--- src/rtl/tmr_pkg.sv ---
package tmr_pkg;
  localparam int CNT_W = 64;
  localparam int TV_W  = 32;
  localparam int SEL_W = 3;

  typedef enum logic [SEL_W-1:0] {
    SEL_COUNT  = 3'd0,
    SEL_CMP    = 3'd1,
    SEL_TVAL   = 3'd2,
    SEL_CTRL   = 3'd3,
    SEL_OFFSET = 3'd4
  } reg_sel_e;

  localparam int CTL_EN  = 0;
  localparam int CTL_MSK = 1;
  localparam int CTL_ST  = 2;
endpackage

--- src/rtl/tmr_channel.sv ---
module tmr_channel #(
  parameter int  CW         = 64,
  parameter int  TW         = 32,
  parameter bit  HAS_OFFSET = 1'b0
) (
  input  logic          clk,
  input  logic          rst,
  input  logic [CW-1:0] sys_count,
  input  logic          wr_en,
  input  logic [2:0]    sel,
  input  logic [CW-1:0] wdata,
  output logic [CW-1:0] view,
  output logic          irq_q
);
  import tmr_pkg::*;

  logic [CW-1:0] cmp_q, offset_q, count, tval_full;
  logic          en_q, mask_q, status;
  logic          wr_cmp, wr_tval, wr_ctrl, wr_off;

  assign count     = sys_count - offset_q;
  assign status    = en_q && (count >= cmp_q);
  assign tval_full = cmp_q - count;

  assign wr_cmp  = wr_en && (sel == SEL_CMP);
  assign wr_tval = wr_en && (sel == SEL_TVAL);
  assign wr_ctrl = wr_en && (sel == SEL_CTRL);
  assign wr_off  = wr_en && (sel == SEL_OFFSET) && HAS_OFFSET;

  always_comb begin
    case (sel)
      SEL_COUNT:  view = count;
      SEL_CMP:    view = cmp_q;
      SEL_TVAL:   view = {{(CW-TW){1'b0}}, tval_full[TW-1:0]};
      SEL_CTRL:   view = {{(CW-3){1'b0}}, status, mask_q, en_q};
      SEL_OFFSET: view = offset_q;
      default:    view = '0;
    endcase
  end

  always_ff @(posedge clk) begin
    if (rst) begin
      cmp_q    <= '0;
      offset_q <= '0;
      en_q     <= 1'b0;
      mask_q   <= 1'b0;
      irq_q    <= 1'b0;
    end else begin
      irq_q <= status && !mask_q;
      if (wr_cmp)  cmp_q <= wdata;
      if (wr_tval) cmp_q <= count + {{(CW-TW){wdata[TW-1]}}, wdata[TW-1:0]};
      if (wr_ctrl) begin
        en_q   <= wdata[CTL_EN];
        mask_q <= wdata[CTL_MSK];
      end
      if (wr_off) offset_q <= wdata;
    end
  end

  // control write lands in enable and mask
  a_r5_ctrl_write: assert property (@(posedge clk) disable iff (rst)
    $past(wr_ctrl && !rst) |-> (en_q == $past(wdata[CTL_EN]) && mask_q == $past(wdata[CTL_MSK])));

  // a disabled channel never raises its line on the next edge
  a_r7_irq_needs_enable: assert property (@(posedge clk) disable iff (rst)
    !en_q |=> !irq_q);

  // a masked channel never raises its line on the next edge
  a_r7_irq_masked: assert property (@(posedge clk) disable iff (rst)
    mask_q |=> !irq_q);

  // timer-view write reads back as written while the count holds still
  a_r9_tval_roundtrip: assert property (@(posedge clk) disable iff (rst)
    ($past(wr_tval && !rst) && $stable(sys_count)) |-> (tval_full[TW-1:0] == $past(wdata[TW-1:0])));
endmodule

--- src/rtl/tmr_rdport.sv ---
module tmr_rdport #(
  parameter int NCH = 2,
  parameter int CW  = 64,
  localparam int CHW = (NCH > 1) ? $clog2(NCH) : 1
) (
  input  logic                     clk,
  input  logic                     rst,
  input  logic                     rd_en,
  input  logic [CHW-1:0]           chan,
  input  logic [NCH-1:0][CW-1:0]   views,
  output logic [CW-1:0]            rdata
);
  always_ff @(posedge clk) begin
    if (rst)        rdata <= '0;
    else if (rd_en) rdata <= views[chan];
  end
endmodule

--- src/rtl/dual_cmp_timer.sv ---
module dual_cmp_timer #(
  parameter int PHYS_IRQ_ID = 29,
  parameter int VIRT_IRQ_ID = 27
) (
  input  logic                    clk,
  input  logic                    rst,
  input  logic [tmr_pkg::CNT_W-1:0] sys_count,
  input  logic                    reg_en,
  input  logic                    reg_we,
  input  logic                    reg_chan,
  input  logic [tmr_pkg::SEL_W-1:0] reg_sel,
  input  logic [tmr_pkg::CNT_W-1:0] reg_wdata,
  output logic [tmr_pkg::CNT_W-1:0] reg_rdata,
  output logic                    irq_phys,
  output logic                    irq_virt
);
  import tmr_pkg::*;
  localparam int NCH = 2;

  logic [NCH-1:0][CNT_W-1:0] views;
  logic [NCH-1:0]            irqs;

  for (genvar g = 0; g < NCH; g++) begin : g_ch
    tmr_channel #(
      .CW(CNT_W), .TW(TV_W), .HAS_OFFSET(g == 1)
    ) u_ch (
      .clk       (clk),
      .rst       (rst),
      .sys_count (sys_count),
      .wr_en     (reg_en && reg_we && (reg_chan == g[0])),
      .sel       (reg_sel),
      .wdata     (reg_wdata),
      .view      (views[g]),
      .irq_q     (irqs[g])
    );
  end

  tmr_rdport #(.NCH(NCH), .CW(CNT_W)) u_rd (
    .clk   (clk),
    .rst   (rst),
    .rd_en (reg_en && !reg_we),
    .chan  (reg_chan),
    .views (views),
    .rdata (reg_rdata)
  );

  assign irq_phys = irqs[0];
  assign irq_virt = irqs[1];

  // physical count read returns the system count of the request cycle
  a_r2_phys_count: assert property (@(posedge clk) disable iff (rst)
    $past(reg_en && !reg_we && !reg_chan && reg_sel == SEL_COUNT && !rst)
      |-> reg_rdata == $past(sys_count));

  // physical offset reads as zero
  a_r4_phys_offset_zero: assert property (@(posedge clk) disable iff (rst)
    $past(reg_en && !reg_we && !reg_chan && reg_sel == SEL_OFFSET && !rst)
      |-> reg_rdata == '0);
endmodule

--- config.mk ---
export PLATFORM = sky130hd
export DESIGN_NAME = dual_cmp_timer
export DESIGN_NICKNAME = d
export VERILOG_FILES = /design/src/rtl/tmr_pkg.sv /design/src/rtl/tmr_channel.sv /design/src/rtl/tmr_rdport.sv /design/src/rtl/dual_cmp_timer.sv
export SDC_FILE = /design/constraint.sdc
export NUM_CORES = 2
export LEC_CHECK = 0
export ABC_AREA = 1
export ABC_CLOCK_PERIOD_IN_PS = 4800
export BUFFER_PORTS_ARGS = -buffer_cell sky130_fd_sc_hd__buf_4
export CORE_MARGIN = 2
export CORE_UTILIZATION = 56
export CTS_BUF_LIST = sky130_fd_sc_hd__clkbuf_16
export CTS_CLUSTER_DIAMETER = 60
export DETAILED_ROUTE_END_ITERATION = 8
export PLACE_DENSITY = 0.77
export SLEW_MARGIN = 10
export SYNTH_ARGS = -nofsm -noshare
export SYNTH_HDL_FRONTEND = slang
export SYNTH_SLANG_ARGS = --single-unit
--- constraint.sdc ---
create_clock -name clk -period 4.8 [get_ports clk]
set_input_delay 1.2 -clock clk [delete_from_list [all_inputs] [get_ports clk]]
set_output_delay 1.2 -clock clk [all_outputs]
set_load 0.02 [all_outputs]
# Word-level counts from Yosys, hierarchy flattened
# Index checks and enable logic that the tools add are counted.
[totals]
regBits = 262
inputBits = 136
out_inout_bits = 66
elab_cells = 52
[classes]
addsub = 5
order_cmp = 3
eq_ne = 4
mux = 8
n_bitwise = 1
reduce_logical = 21
[op_table]
columns = ["operator", "count"]
rows = [
  ["$mux 64", 6],
  ["$pmux 64 s5", 1],
  ["$pmux 64 s4", 1],
  ["$add 64x64->64", 2],
  ["$ge 64x64->1", 2],
  ["$sub 32x32->32", 2],
  ["$sub 64x64->64", 1],
  ["$logic_and 1x1->1", 15],
  ["$eq 3x2->1 const B", 2],
  ["$reduce_bool 2->1", 2],
  ["$eq 3x1->1 const B", 1],
  ["$eq 3x3->1 const B", 1],
  ["$logic_not 1->1", 3],
  ["$logic_not 3->1", 1],
  ["$lt 1x2->1 const B", 1],
  ["$not 1->1", 1],
]

# Logic depth before layout (Yosys ltp)
[depth]
ltp_word = 6
depth_mapped = 33
depth_no_buf = 33

# By module
# Synthesis repeated with hierarchy kept, for this count alone.
[hier_totals]
cells_unflattened = 6202
area_unflattened_um2 = 35506.6
[modules_own_cells]
columns = ["module", "instances", "cells_each", "area_each_um2", "seq_area_each_um2"]
rows = [
  ["tmr_channel (g_ch[1].u_ch)", 1, 3206, 19024.5, 2622.5],
  ["tmr_channel (g_ch[0].u_ch)", 1, 2443, 13142.6, 1341.3],
  ["tmr_rdport", 1, 547, 3316.9, 1281.2],
  ["dual_cmp_timer", 1, 6, 22.5, 0.0],
]

# Least setup slack after synthesis
# Ideal clock, no wire load.
[synth_path]
path_kind = "in2reg"
startpoint = "input sys_count[0] (netlist bit)"
endpoint = "register g_ch[1].u_ch.cmp_q[60]"
setup_ns = 0.132
arrival_time_ns = 4.464
required_ns = 4.668
path_slack_ns = 0.204
path_stages = 27
path_buffers = 0
path_cell_list = "inv_1 ha_1 inv_1 fa_1 nand2_1 inv_1 nand2_1 nand2_1 a21boi_1 o21ai_0 nand2_1 nand2_1 or2_1 nand2_1 inv_1 ha_1 nand2_1 nor2_1 inv_1 nor3_1 nand2_1 o21ai_0 nand3_1 nand3_1 nand3_1 nand2_1 a21oi_1"
[synth_between]
elab_chain_len = 3
[synth_lines]
columns = ["element", "line", "rtl"]
rows = [
  ["start: declaration", "dual_cmp_timer.sv:7", "input logic [tmr_pkg::CNT_W-1:0] sys_count,"],
  ["$sub 64x64->64", "tmr_channel.sv:21", "assign count = sys_count - offset_q;"],
  ["$add 64x64->64", "tmr_channel.sv:51", "if (wr_tval) cmp_q <= count + {{(CW-TW){wdata[TW-1]}}, wdata[TW-1:0]};"],
  ["$mux 64", "tmr_channel.sv:51", ""],
  ["end signal: assignment", "tmr_channel.sv:50", "if (wr_cmp) cmp_q <= wdata;"],
  ["end signal: assignment", "tmr_channel.sv:51", ""],
  ["end: declaration", "tmr_channel.sv:17", "logic [CW-1:0] cmp_q, offset_q, count, tval_full;"],
]
# Every way passes these cells.
# A chain may end at the register's enable or synchronous reset.

# Final worst setup path
[layout_path]
startpoint = "input sys_count[4] (netlist bit)"
endpoint = "register g_ch[1].u_ch.cmp_q[49]"
# Same word-level chain as after synthesis.

==> summary.md <==
| Metric | Value |
|---|---|
| Status | finished, violations left |
| Failing checks | DRC, setup timing |
| Switching share of power | 41.9% |
| Pwr Density | 231 nW/µm² |
| Reg power frac | 22.7% |
| Crit-path slowest cell | ha_2 |
| Final Total Pwr | 10,000 µW |
| Comb power frac | 47.2% |
| Core area | 59,100 µm² |
| Initial DRC Count | 6,248 |
| Starting Density | 56.8% |
| CP dominant cell by count | nand2_1 |
| Mapped Area | 33,600 µm² |
| Main flop type after synthesis | dfxtp_1 |
| Slew @ Worst Pin | 1020 ps |
| Synth Area per Inst | 5.80 µm² |
| Hold Violations, Final | 0 |
| Critical path data arrival time | 5250 ps |
| # rows | 89 |
| RSZ-0062 raised after global routing | yes |
| Die Wd | 249 µm |
| Final max-slew violation count | 0 |
| Yosys warnings | 0 |
| Worst path buffer plus inverter count | 6 |
| Initial antenna violation count | 4 |
| Cell family with most CP delay | simple AND/OR/NAND/NOR gates |
| Number of synthesized flops with an enable pin | 0 |
| Net Sw Power | 4200 µW |
| Die area | 61,900 µm² |
| Leakage power | 0.0199 µW |
| Placed insts | 7,332 |
| RD Place Congestion | 1.13 |
| Clock H-tree levels | 2 |
| Layout cell share with drive strength beyond 1 | 19.2% |
| Clock Power Share | 30.1% |
| Aggregate global routing overflow | 0 |
| Int Power | 5840 µW |
| Vias/cell | 6.16 |
| CTS tree | built |
| Hold buffers post-CTS | 0 |
| Number of nets with antenna violations after routing | 0 |
| Final period util | 101% |
| CTS buffer count | 40 |
| GRT Util Overall | 51.1% |
| Skew final | 35.7 ps |
| Root buffer cell | clkbuf_16 |
| F_max | 0.207 GHz |
| Worst Slack Setup Final | -25.6 ps |
| Longest Clk Path Bufs | 3 |
| Startpoint types | primary input |
| Maxcap violations | 0 |
| ANT cells | 0 |
| DRC Markers | 1 |
| # setup viols final | 2 |
| Slew margin rel. | 32.3% |
| Critical path's largest stage delay | 360 ps |
| Peak VDD IR | 0.263 mV |
| Gate Count Post-Synth | 5,789 |
| Detailed placement HPWL | 133 mm |
| Post-synth ARST share | 0% |
| Syn_nets | 6,309 |
| Final nets | 7,136 |
| Area grow syn2layout | 29.3% |
| Yosys cell types | 50 |
| Final instance area | 43,400 µm² |
| First-pass GRT wire length | 244 mm |
| Synthesized flop and latch total | 262 |
| Clock insertion delay at the later pin of the skew report | 610 ps |
| Die height | 249 µm |
| Via count | 45,700 |
| Pin count of the biggest net entering global routing | 92 |
| Req. time, crit path | 5230 ps |
| Number of port buffers | 201 |
| Clock transition at path regs | 60 ps |
| Post-synthesis sequential area ratio | 15.6% |
| Critical path class | primary input to flop |
| Final WL | 169 mm |
| CP max FO | 5 |
| DRT Pass-1 Iters | 9 |
| Clock sink total | 262 |
| Non-Filler Instances | 7,420 |
| Crit end category | flop |
| Wirelength per Cell | 22.8 µm |
| Placed Area | 41,000 µm² |
| Vias in the first global route | 41,800 |
| HP Class | flop to flop |
| Min Tclk post-route | 4830 ps |
| IO Pins | 202 |
## placed cells by master (no fill, tap or decap), types with 7 or more instances in the layout
cell type  count
o21ai_2       10
ha_1         354
ha_4          22
nor2_1       527
nor3_1        41
o22ai_1       58
o221ai_1      11
nand4_1       55
o21a_1        23
nor4_1        14
nand2_2       36
nand2_1     1219
o2111ai_1      7
clkinv_2      10
xnor2_1       14
a221oi_1      27
a21o_1        41
buf_4        938
nand3b_1      44
nor2_2        45
o21ai_0      388
a31oi_1       29
inv_2         21
and2_1        18
a21oi_2       35
xor2_1        62
o21ai_1      128
nor2_4        13
or2_2         31
o21bai_1      39
inv_1        852
dfxtp_1      262
clkinv_1       7
a21oi_1      824
nand3_1      263
o211ai_1      26
nand3_2       15
clkbuf_16     41
## cells in the mapped netlist (16+ instances only)
cell	number	area (µm²)
a21o_1	41	308
and2_1	25	156
ha_1	379	4740
nor2_1	584	2190
nand2_1	1257	4720
buf_1	21	78.8
a221oi_1	27	236
buf_2	20	100
or2_2	31	194
nor3_1	50	250
inv_1	866	3250
dfxtp_1	262	5250
o22ai_1	58	363
a31oi_1	29	181
a21oi_1	861	4310
xor2_1	63	552
o21a_1	23	173
nor4_1	16	100
o21ai_0	431	2160
o21ai_1	96	480
nand4_1	55	344
o21bai_1	42	315
clkbuf_1	117	439
o211ai_1	26	195
nand3b_1	44	330
nand3_1	278	1390
## registers in the layout, summed over array words and instances (netlist names)
signal,flops
g_ch.u_ch.en_q,2
u_rd.rdata,64
g_ch.u_ch.cmp_q,128
g_ch.u_ch.offset_q,64
g_ch.u_ch.irq_q,2
g_ch.u_ch.mask_q,2
## path summary, 6_finish.rpt
check	start	to	slack [ps]	cells after the start
worst max register to register	g_ch[1].u_ch.offset_q[2]	g_ch[1].u_ch.cmp_q[49]	320	29
worst max-delay path	sys_count[4]	g_ch[1].u_ch.cmp_q[49]	-30	28
worst min-delay path	g_ch[1].u_ch.cmp_q[31]	g_ch[1].u_ch.cmp_q[31]	470	2
worst min register to register	g_ch[1].u_ch.cmp_q[31]	g_ch[1].u_ch.cmp_q[31]	470	2
## routing by layer
layer,track usage (%),wire [µm],up-vias
met3,11.8,21700,1010
met2,76.9,68100,3451
li1,-,-,21000
met4,50.4,21200,6
met5,0,44,-
met1,59.2,58500,20300
## repair_timing
action | CTS | global route
gates cloned | 0 | 0
endpoints found under the setup margin | 6 | 73
buffers inserted | 0 | 15
pin swaps | 0 | 53
endpoints found under the hold margin | 0 | 0
gates resized for setup | 4 | 278
## tightest hold or removal path, stage by stage, from the launching register on
cell	delay, ps
dfxtp_1	310
nand2_1	60
a21oi_1	50
## layout make-up
type | count | area, µm²
timing repair buffer | 944 | 7160
tap | 773 | 967
sequential | 262 | 5250
multi-input combinational | 4492 | 25400
clock inverter | 32 | 274
clock buffer | 41 | 1030
inverter | 876 | 3300
fill | 5094 | 15700
## power groups by stage
stage,registers [µW],logic (µW),clock network (µW)
floorplan,2350,2160,0
global placement,2320,4210,0
detailed placement,2320,4260,0
CTS,2280,4290,3000
global route,2280,4990,3100
finish,2280,4740,3020
## stage by stage
stage / hold slack (ps) / util, % / setup TNS, ps / setup WS, ps
floorplan: 415 / - / 0 / 204
global placement: 452 / 69.3 / -27470 / -648
detailed placement: 455 / 69.3 / -31640 / -692
CTS: 464 / 71.5 / 0 / 3.44
global route: 485 / 73.4 / -2580 / -214
finish: 467 / 73.4 / -34.6 / -25.6
## logic make-up (layout without fill, tap and decap cells)
kind of cell | after synthesis | in the layout | synth area share [%]
and+or+nand+nor | 2352 | 2352 | 29.1
AOI/OAI and AO/OA | 1678 | 1678 | 27.1
buffers and inverters | 1035 | 1893 | 11.7
adders and majority gates | 384 | 384 | 14.4
DFF | 262 | 262 | 15.6
xor gates and xnor gates | 78 | 78 | 2.04
No activity file was read; power rests on OpenSTA's default activity.
